File: config.mk
export PLATFORM = sky130hd
export DESIGN_NAME = isp_flash_cmd_engine
export DESIGN_NICKNAME = d
export VERILOG_FILES = /design/src/rtl/isp_eng_pkg.sv /design/src/rtl/isp_ext_tracker.sv /design/src/rtl/isp_frame_mux.sv /design/src/rtl/isp_interval_timer.sv /design/src/rtl/isp_flash_cmd_engine.sv
export SDC_FILE = /design/constraint.sdc
export NUM_CORES = 1
export LEC_CHECK = 0
export ABC_AREA = 1
export BUFFER_PORTS_ARGS = -buffer_cell sky130_fd_sc_hd__buf_2
export CORE_ASPECT_RATIO = 0.8
export CORE_UTILIZATION = 56
export DETAILED_ROUTE_END_ITERATION = 16
export GPL_TIMING_DRIVEN = 1
export PLACE_DENSITY = 0.8
export SYNTH_ARGS = -nofsm -noshare
export SYNTH_HDL_FRONTEND = slang
export SYNTH_SLANG_ARGS = --single-unit
export TNS_END_PERCENT = 100
File: constraint.sdc
create_clock -name clk -period 2.1 [get_ports clk]
set_input_delay 0.42 -clock clk [delete_from_list [all_inputs] [get_ports clk]]
set_output_delay 0.42 -clock clk [all_outputs]
set_load 0.02 [all_outputs]
File: src/rtl/isp_eng_pkg.sv
package isp_eng_pkg;

   typedef enum logic [1:0] {
      KIND_READ   = 2'd0,
      KIND_WRITE  = 2'd1,
      KIND_COMMIT = 2'd2,
      KIND_NONE   = 2'd3
   } req_kind_t;

   typedef enum logic [1:0] {
      FR_XADDR  = 2'd0,
      FR_READ   = 2'd1,
      FR_WRITE  = 2'd2,
      FR_COMMIT = 2'd3
   } frame_t;

   typedef enum logic [1:0] {
      ST_IDLE = 2'd0,
      ST_SEND = 2'd1,
      ST_HOLD = 2'd2
   } eng_state_t;

   localparam logic [7:0] OP_XADDR   = 8'h4D;
   localparam logic [7:0] OP_READ    = 8'h20;
   localparam logic [7:0] OP_WRITE   = 8'h40;
   localparam logic [7:0] OP_COMMIT  = 8'h4C;
   localparam logic [7:0] WR_MARK    = 8'h7F;
   localparam logic [7:0] ERASED_VAL = 8'hFF;

endpackage

File: src/rtl/isp_ext_tracker.sv
module isp_ext_tracker #(
   parameter int ADDR_W = 24
) (
   input  logic              clk,
   input  logic              rst_n,
   input  logic [ADDR_W-1:0] addr,
   input  logic              probe,
   output logic              need_load,
   output logic [7:0]        ext_byte
);
   localparam int XW = ADDR_W - 17;

   initial begin
      if (XW < 1 || XW > 8) $error("ADDR_W must be in 18..25");
   end

   logic [7:0] stored_q;

   generate
      if (XW == 8) begin : g_full
         assign ext_byte = addr[ADDR_W-1:17];
      end else begin : g_pad
         assign ext_byte = {{(8-XW){1'b0}}, addr[ADDR_W-1:17]};
      end
   endgenerate

   assign need_load = (ext_byte != stored_q);

   always_ff @(posedge clk) begin
      if (!rst_n)                 stored_q <= 8'h00;
      else if (probe && need_load) stored_q <= ext_byte;
   end


   ext_tracks_probe_chk: assert property (@(posedge clk) disable iff (!rst_n)
      probe |=> !need_load || (ext_byte != $past(ext_byte)));

endmodule

File: src/rtl/isp_frame_mux.sv
module isp_frame_mux #(
   parameter int ADDR_W = 24
) (
   input  isp_eng_pkg::frame_t frame,
   input  logic [1:0]          idx,
   input  logic [ADDR_W-1:0]   addr,
   input  logic [7:0]          data,
   input  logic [7:0]          ext_byte,
   output logic [7:0]          tx_byte
);
   import isp_eng_pkg::*;

   initial begin
      if (ADDR_W < 18) $error("ADDR_W too small for frame addressing");
   end

   logic [7:0] hi_a, lo_a, rd_op, wr_op;

   always_comb begin
      hi_a  = addr[16:9];
      lo_a  = addr[8:1];
      rd_op = OP_READ  | {4'b0, addr[0], 3'b0};
      wr_op = OP_WRITE | {4'b0, addr[0], 3'b0};
      tx_byte = 8'h00;
      unique case (frame)
         FR_XADDR: begin
            case (idx)
               2'd0:    tx_byte = OP_XADDR;
               2'd2:    tx_byte = ext_byte;
               default: tx_byte = 8'h00;
            endcase
         end
         FR_READ: begin
            case (idx)
               2'd0:    tx_byte = rd_op;
               2'd1:    tx_byte = hi_a;
               2'd2:    tx_byte = lo_a;
               default: tx_byte = 8'h00;
            endcase
         end
         FR_WRITE: begin
            case (idx)
               2'd0:    tx_byte = wr_op;
               2'd1:    tx_byte = hi_a;
               2'd2:    tx_byte = lo_a;
               default: tx_byte = data;
            endcase
         end
         FR_COMMIT: begin
            case (idx)
               2'd0:    tx_byte = OP_COMMIT;
               2'd1:    tx_byte = hi_a;
               2'd2:    tx_byte = lo_a;
               default: tx_byte = 8'h00;
            endcase
         end
         default: tx_byte = 8'h00;
      endcase
   end

endmodule

File: src/rtl/isp_interval_timer.sv
module isp_interval_timer #(
   parameter int INTERVAL_CYCLES = 3840
) (
   input  logic clk,
   input  logic rst_n,
   input  logic en,
   input  logic clr,
   output logic tick
);
   localparam int CW = $clog2(INTERVAL_CYCLES);
   localparam logic [CW-1:0] LAST = CW'(INTERVAL_CYCLES - 1);

   initial begin
      if (INTERVAL_CYCLES < 2) $error("INTERVAL_CYCLES must be at least 2");
   end

   logic [CW-1:0] cnt_q;

   assign tick = en && (cnt_q == LAST);

   always_ff @(posedge clk) begin
      if (!rst_n || clr)  cnt_q <= '0;
      else if (en) begin
         if (cnt_q == LAST) cnt_q <= '0;
         else               cnt_q <= cnt_q + 1'b1;
      end
   end


   restart_no_tick_chk: assert property (@(posedge clk) disable iff (!rst_n)
      clr |=> !tick);

endmodule

File: src/rtl/isp_flash_cmd_engine.sv
module isp_flash_cmd_engine #(
   parameter int ADDR_W               = 24,
   parameter int INTERVAL_CYCLES      = 3840,
   parameter int RETRY_BUDGET         = 30,
   parameter int FIXED_WAIT_INTERVALS = 15
) (
   input  logic              clk,
   input  logic              rst_n,
   input  logic              req_valid,
   input  logic [1:0]        req_kind,
   input  logic [ADDR_W-1:0] req_addr,
   input  logic [7:0]        req_data,
   input  logic              req_poll,
   input  logic [7:0]        req_pollval,
   output logic              busy,
   output logic              err_o,
   output logic [7:0]        rd_data,
   output logic              sm_valid,
   output logic [7:0]        sm_tx,
   input  logic              sm_done,
   input  logic [7:0]        sm_rx
);
   import isp_eng_pkg::*;

   localparam int CNT_MAX = (RETRY_BUDGET > FIXED_WAIT_INTERVALS) ?
                            RETRY_BUDGET : FIXED_WAIT_INTERVALS;
   localparam int CNT_W   = $clog2(CNT_MAX + 1);
   localparam logic [CNT_W-1:0] RETRY_INIT = CNT_W'(RETRY_BUDGET);
   localparam logic [CNT_W-1:0] WAIT_INIT  = CNT_W'(FIXED_WAIT_INTERVALS);

   initial begin
      if (RETRY_BUDGET < 1)         $error("RETRY_BUDGET must be positive");
      if (FIXED_WAIT_INTERVALS < 1) $error("FIXED_WAIT_INTERVALS must be positive");
   end

   eng_state_t        state_q;
   frame_t            frame_q;
   req_kind_t         kind_q;
   logic [1:0]        idx_q;
   logic [ADDR_W-1:0] addr_q;
   logic [7:0]        data_q;
   logic              poll_q;
   logic [7:0]        pollval_q;
   logic              polling_q;
   logic [7:0]        sentinel_q;
   logic [CNT_W-1:0]  left_q;
   logic              err_q;
   logic [7:0]        rd_q;

   logic        accept, need_load, frame_end, tick, tmr_en, tmr_clr;
   logic [7:0]  ext_byte, ext_q, tx_byte;
   frame_t      main_frame;

   assign accept    = (state_q == ST_IDLE) && req_valid && (req_kind != KIND_NONE);
   assign frame_end = (state_q == ST_SEND) && sm_done && (idx_q == 2'd3);
   assign tmr_en    = polling_q || (state_q == ST_HOLD);
   assign tmr_clr   = frame_end &&
                      (((frame_q == FR_WRITE) && poll_q) || (frame_q == FR_COMMIT));

   always_comb begin
      unique case (kind_q)
         KIND_WRITE:  main_frame = FR_WRITE;
         KIND_COMMIT: main_frame = FR_COMMIT;
         default:     main_frame = FR_READ;
      endcase
   end

   isp_ext_tracker #(.ADDR_W(ADDR_W)) ext_i (
      .clk       (clk),
      .rst_n     (rst_n),
      .addr      (req_addr),
      .probe     (accept),
      .need_load (need_load),
      .ext_byte  (ext_byte)
   );

   isp_frame_mux #(.ADDR_W(ADDR_W)) mux_i (
      .frame    (frame_q),
      .idx      (idx_q),
      .addr     (addr_q),
      .data     (data_q),
      .ext_byte (ext_q),
      .tx_byte  (tx_byte)
   );

   isp_interval_timer #(.INTERVAL_CYCLES(INTERVAL_CYCLES)) tmr_i (
      .clk   (clk),
      .rst_n (rst_n),
      .en    (tmr_en),
      .clr   (tmr_clr),
      .tick  (tick)
   );

   always_ff @(posedge clk) begin
      if (!rst_n) begin
         state_q    <= ST_IDLE;
         frame_q    <= FR_READ;
         kind_q     <= KIND_READ;
         idx_q      <= 2'd0;
         addr_q     <= '0;
         data_q     <= 8'h00;
         poll_q     <= 1'b0;
         pollval_q  <= 8'h00;
         polling_q  <= 1'b0;
         sentinel_q <= 8'h00;
         left_q     <= '0;
         err_q      <= 1'b0;
         rd_q       <= 8'h00;
         ext_q      <= 8'h00;
      end else begin
         if (tick && left_q != '0) left_q <= left_q - 1'b1;
         unique case (state_q)
            ST_IDLE: begin
               if (accept) begin
                  kind_q    <= req_kind_t'(req_kind);
                  addr_q    <= req_addr;
                  data_q    <= req_data;
                  poll_q    <= req_poll;
                  pollval_q <= req_pollval;
                  ext_q     <= ext_byte;
                  err_q     <= 1'b0;
                  idx_q     <= 2'd0;
                  state_q   <= ST_SEND;
                  if (need_load) frame_q <= FR_XADDR;
                  else begin
                     unique case (req_kind_t'(req_kind))
                        KIND_WRITE:  frame_q <= FR_WRITE;
                        KIND_COMMIT: frame_q <= FR_COMMIT;
                        default:     frame_q <= FR_READ;
                     endcase
                  end
               end
            end
            ST_SEND: begin
               if (sm_done) idx_q <= idx_q + 2'd1;
               if (frame_end) begin
                  unique case (frame_q)
                     FR_XADDR: frame_q <= main_frame;
                     FR_READ: begin
                        rd_q <= sm_rx;
                        if (!polling_q || sm_rx != sentinel_q) begin
                           polling_q <= 1'b0;
                           state_q   <= ST_IDLE;
                        end else if (left_q == '0) begin
                           polling_q <= 1'b0;
                           err_q     <= 1'b1;
                           state_q   <= ST_IDLE;
                        end
                     end
                     FR_WRITE: begin
                        if (!poll_q) state_q <= ST_IDLE;
                        else if (data_q == WR_MARK) begin
                           left_q  <= WAIT_INIT;
                           state_q <= ST_HOLD;
                        end else begin
                           polling_q  <= 1'b1;
                           sentinel_q <= WR_MARK;
                           left_q     <= RETRY_INIT;
                           frame_q    <= FR_READ;
                        end
                     end
                     default: begin
                        if (pollval_q == ERASED_VAL) begin
                           left_q  <= WAIT_INIT;
                           state_q <= ST_HOLD;
                        end else begin
                           polling_q  <= 1'b1;
                           sentinel_q <= ERASED_VAL;
                           left_q     <= RETRY_INIT;
                           frame_q    <= FR_READ;
                        end
                     end
                  endcase
               end
            end
            ST_HOLD: begin
               if (tick && left_q == CNT_W'(1)) state_q <= ST_IDLE;
            end
            default: state_q <= ST_IDLE;
         endcase
      end
   end

   assign busy     = (state_q != ST_IDLE);
   assign err_o    = err_q;
   assign rd_data  = rd_q;
   assign sm_valid = (state_q == ST_SEND);
   assign sm_tx    = tx_byte;


   accept_busy_chk: assert property (@(posedge clk) disable iff (!rst_n)
      (req_valid && !busy && req_kind != 2'd3) |=> busy);


   idle_quiet_chk: assert property (@(posedge clk) disable iff (!rst_n)
      !busy |-> !sm_valid);


   byte_hold_chk: assert property (@(posedge clk) disable iff (!rst_n)
      (sm_valid && !sm_done) |=> (sm_valid && $stable(sm_tx)));


   budget_down_chk: assert property (@(posedge clk) disable iff (!rst_n)
      (polling_q && $past(polling_q)) |-> (left_q <= $past(left_q)));


   err_at_end_chk: assert property (@(posedge clk) disable iff (!rst_n)
      $rose(err_o) |-> $fell(busy));

endmodule

## Word-level counts from Yosys, hierarchy flattened

Cells that the tools add are included.

- $add $sub $neg: 3
- Multiply operators: 0
- Divide/modulo/power cells: 0
- Order comparisons: 0
- Equality and inequality tests: 39
- Shifts and indexed selects: 0
- Mux-type cells: 52
- Bitwise logic cells: 2
- Reductions and logical operators: 32

Operators by type and width:

| cell | count |
|---|---|
| 8-bit case mux with 3 select lines | 3 |
| 2-bit two-way mux | 16 |
| 8-bit case mux with 4 select lines | 1 |
| 5-bit two-way mux | 6 |
| 8-bit two-way mux | 3 |
| 7-bit AND reduction | 3 |
| 2-bit case mux with 3 select lines | 3 |
| 2-bit case mux with 2 select lines | 4 |
| 8-bit case mux with 2 select lines | 1 |
| 2-bit == test, second input constant | 7 |
| 2-bit inequality test, second input constant | 7 |
| 7-bit case mux with 2 select lines | 1 |
| 12-bit by 1-bit adder with 12-bit output, second input constant | 1 |
| 12-bit == test, second input constant | 1 |
| 12-bit two-way mux | 1 |
| 2-bit by 1-bit inequality test with 1-bit output, second input constant | 6 |
| 6-bit AND reduction | 2 |
| 2-bit by 1-bit == test with 1-bit output, second input constant | 5 |
| 1-bit logical AND | 10 |
| 1-bit two-way mux | 10 |
| 5-bit case mux with 2 select lines | 1 |
| 3-bit inequality test, second input constant | 3 |
| 8-bit by 7-bit == test with 1-bit output, second input constant | 1 |
| 8-bit == test, second input constant | 1 |
| 21 further kinds | 31 |

- Bits in registers: 91
- Latch bits: 0
- Bits in writable memories: 0
- Bits in read-only memories: 0
- Input bits: 55
- Output and inout port bits: 19
- Word-level logic and storage cells: 144
- Memories kept: 0

## Logic depth before layout (Yosys ltp)

- Depth after elaboration: 9
- Depth in mapped cells: 12
- Depth with buffers taken out: 12

## Cells and area by module

From an unflattened synthesis, not the netlist that was laid out.

- Cells, all modules: 702
- Area, all modules: 4678.2 um^2

By module, submodules not included:

| module | instances | cells an instance | area each (um^2) | sequential area each (um^2) |
|---|---|---|---|---|
| isp_flash_cmd_engine | 1 | 432 | 3101.7 | 1481.4 |
| isp_interval_timer | 1 | 96 | 656.9 | 240.2 |
| isp_ext_tracker | 1 | 87 | 511.7 | 140.1 |
| isp_frame_mux | 1 | 87 | 407.9 | 0.0 |

## Worst setup path after synthesis

OpenSTA, ideal clock, no wires.

- Path kind: reg-to-output
- Start: reg idx_q[0]
- End: out sm_tx[6]
- Data arrival time: 1.451 ns
- Data required time: 1.680 ns
- Setup slack: 0.229 ns
- Cell stages (with the launch flop): 6
- Path buffers: 1
- Cell sequence: dfxtp_1 inv_1 ha_1 clkbuf_1 a21oi_1 o21ai_0

- Longest elaborated chain between the ends: 3

RTL lines:

| item | line | RTL |
|---|---|---|
| from (decl) | isp_flash_cmd_engine.sv:39 | `logic [1:0] idx_q;` |
| from (signal assigned) | isp_flash_cmd_engine.sv:135 | `if (sm_done) idx_q <= idx_q + 2'd1;` |
| 2-bit == test, or another cell as far along | -- |  |
| 8-bit case mux with 3 select lines, or another cell as far along | isp_frame_mux.sv:50 | `case (idx)` |
| 8-bit case mux with 4 select lines (*) | isp_frame_mux.sv:25 | `unique case (frame)` |
| to (decl) | isp_flash_cmd_engine.sv:19 | `output logic [7:0] sm_tx,` |

Mark *: on every way between the ends. The rest lies on a longest branch, timed or not.

## Worst setup path in the final report

Same ends and word-level chain as after synthesis.

==> results.toml <==
[setup_path]
worst_setup_path_start_kind = "flip-flop"
critPathBufInv = 2
timing.rr.end = "left_q[2]"
cpMaxStageDelayCell = "dfxtp_4"
r2r_slack_ns = 0.41
crit_top_cell = "o21ai_1"
worstSetupStartpoint = "idx_q[0]"
slowest_delay_ns = 0.39
crit_type = "flip-flop to primary output"
r2r_cells = 12
crit_required_ns = 1.68
r2r-start = "tmr_i.cnt_q[0]"
cp_cell_sequence = "ha_2, inv_1, a21oi_1, o21ai_1, o21ai_1, buf_4"
cp_max_fo = 5
critPathCaptureType = "primary output"
crit_arrival_ns = 1.67
crit_family = "flip-flops"

[place]
portBuffers = 73
dp.cells = 743
dp_hpwl_um = 7280
placed_area_mm2 = 0.00470
place_congestion = 0.932

[global_route]
antenna_found_initial = 0
grt_pass1_vias = 3742
grt_max_degree = 38
overflow = 0
grt_first_pass_wirelength_um = 17200
grt_use_total_pct = 27.4

[floorplanning]
core_area_mm2 = 0.00709
initial_core_util_pct = 59.8
die_x_um = 99.3
rows = 27
die-area_mm2 = 0.00793
io_pins = 74
die-height_um = 79.9

[routing]
drtIter0Drc = 236
firstDrtPassIters = 4
avgViaCountPerCell = 5.31
wl_per_cell_um = 13.1
ant_nets = 0
drc_errors = 0
vias = 4044
totalWireLength_um = 10000

[sta]
setup_viol = 0
layout_worst_path_cycle_share_pct = 99.5
slew_violations = 0
grt_setup_unrepaired = "true"
fmax_mhz = 479
relSlewSlack_pct = 62.8
tightest_slew_ns = 0.558
fin_crit_ns = 2.09
clock_skew_ns = 0.00618
hold_violations = 0

[synth]
synth.avg_cell_area_um2 = 7.13
ys_seq_area_share_pct = 40.1
ys_seq_elements = 85
netlist_instances = 595
yosys_warnings = 0
synth_ff_type = "dfxtp_1"
synthesis.area_mm2 = 0.00424
synth_edf_count = 0
synth_nets = 662
synthArstFlopShare_pct = 0
synth_cell_types = 41

[min_path]
hp-start = "req_data[1]"
hold_class = "primary input to flip-flop"
hold_depth = 3
hold_path_end = "data_q[1]"

[finish]
stdcell_count = 762
nNetsFinal = 737
stdcell_area_mm2 = 0.00499
fill_cells = 609
layout-drive-gt1-share_pct = 22.8
syn2layout_area_growth_pct = 17.7
diodes = 0

[clocking]
cts_num_sinks = 85
clk_latency_ns = 0.36
clockRootBuffer = "clkbuf_8"
h-tree-depth = 3
cts_buffers = 9
path_clk_slew_ns = 0.09
cts_tree = "done"
cts_buffer_depth = 2

[pwr]
p_leak_nw = 2.22
worst_ir_drop_vdd_mv = 0.526
power_density_mw_per_mm2 = 700

[flow_run]
maxCapViolCount = 0

[outcome]
status = "finished clean"
-- logic make-up after synthesis --
kind of cell | count (synthesis) | share of synthesized area, %
buffers and inverters | 80 | 7.31
flip-flops | 85 | 40.1
adder cells (fa/ha/maj) | 12 | 3.54
XOR/XNOR | 14 | 2.89
AO/OA/AOI/OAI | 120 | 16.2
AND/OR/NAND/NOR | 284 | 30.0
-- worst max-delay path by stage --
stage	end	cells past startpoint	slack, ns
2_1_floorplan	sm_tx[6]	5	0.23
3_3_place_gp	sm_tx[5]	6	0.24
3_5_place_dp	sm_tx[0]	6	0.17
4_1_cts	sm_tx[6]	6	-0.02
5_1_grt	sm_tx[6]	6	-0.06
6_report	sm_tx[6]	6	0.01
-- through the flow --
stage	worst slack (ns)	power, mW	hold slack [ns]	util (%)	setup TNS, ns
global route	-0.0577	3.68	0.320	70.4	-0.216
finish	0.0106	3.50	0.310	70.4	0
detailed placement	0.174	2.42	0.438	66.3	0
CTS	-0.0223	3.49	0.302	69.4	-0.0498
global placement	0.236	2.41	0.442	66.3	0
floorplan	0.229	2.22	0.433	-	0
-- Yosys cell counts, types with 2 or more instances --
library cell | n | share of area, %
ha_1 | 12 | 3.5
o21ai_0 | 70 | 8.3
xnor2_1 | 6 | 1.2
nor3_1 | 8 | 0.94
nand3_1 | 21 | 2.5
inv_2 | 9 | 0.80
a21oi_1 | 26 | 3.1
buf_2 | 4 | 0.47
nor2_4 | 5 | 1.3
inv_4 | 2 | 0.29
o21ai_1 | 2 | 0.24
nand4_1 | 7 | 1.0
inv_1 | 51 | 4.5
nor2_2 | 5 | 0.74
xor2_1 | 8 | 1.7
a22o_1 | 8 | 1.7
dfxtp_1 | 85 | 40
nor2_1 | 148 | 13
buf_1 | 2 | 0.18
nand2_1 | 73 | 6.5
nor3_2 | 3 | 0.71
nand2_4 | 4 | 1.1
nor3b_2 | 2 | 0.59
clkbuf_1 | 12 | 1.1
o22ai_1 | 3 | 0.44
nand2_2 | 4 | 0.59
-- registers in the layout, summed over array words and instances (netlist names), 5 cells and up --
name and count:
ext_i.stored_q 7, left_q 5, data_q 8, tmr_i.cnt_q 12
pollval_q 8, ext_q 7, addr_q 17, rd_data 8
-- worst min-delay path, delay by kind of cell --
kind	cells	cell delay (ns)
AO/OA/AOI/OAI	1	0.07
AND/OR/NAND/NOR	1	0.07
buffers and inverters	1	0.07
-- layer usage --
metal,wire (um),part of all wire (%),track usage (%)
met4,130,1.3,8.53
met3,539,5.4,5.95
met1,4910,49,37.5
met5,0,0,0
met2,4430,44,43.3
-- placed cells by master, fill, tap and decap left out, types with 2 or more instances in the layout --
cell / count
o22ai_1: 3
nor2_2: 4
nand3_1: 21
o21ai_0: 65
inv_1: 48
ha_4: 3
nor2_4: 9
dfxtp_4: 3
ha_1: 8
inv_2: 12
nor3b_2: 2
buf_4: 11
buf_2: 70
nor3_1: 8
nand4_1: 7
clkbuf_8: 10
nand2_4: 4
a21oi_1: 25
inv_4: 2
nand2_1: 73
o21ai_1: 7
xor2_1: 8
nor2_1: 145
nor3_2: 3
nand2_2: 4
a22o_1: 8
dfxtp_1: 81
clkinv_2: 2
xnor2_1: 6
-- area by class of cell --
| class | count | area [um^2] | area share (%) |
|---|---|---|---|
| repair buffers | 82 | 453 | 9.07 |
| flip-flops and latches | 85 | 1710 | 34.3 |
| well taps | 87 | 109 | 2.18 |
| clock buffers | 11 | 141 | 2.83 |
| clock inverters | 5 | 35.0 | 0.702 |
| inverters | 62 | 238 | 4.76 |
| multi-input cells | 430 | 2300 | 46.1 |
-- repair_timing --
action | in CTS | in global routing
buffers inserted | 0 | 3
setup endpoints to repair | 8 | 8
pin swaps | 1 | 2
hold buffers | 0 | 0
resized for setup | 16 | 17
-- power breakdown --
part           total (mW)  switching [mW]  internal (mW)
Clock                1.06           0.593          0.465
Combinational       0.642           0.397          0.246
Sequential           1.80          0.0834           1.71
Total                3.50            1.07           2.42
Power figures use the tool's default switching activity.
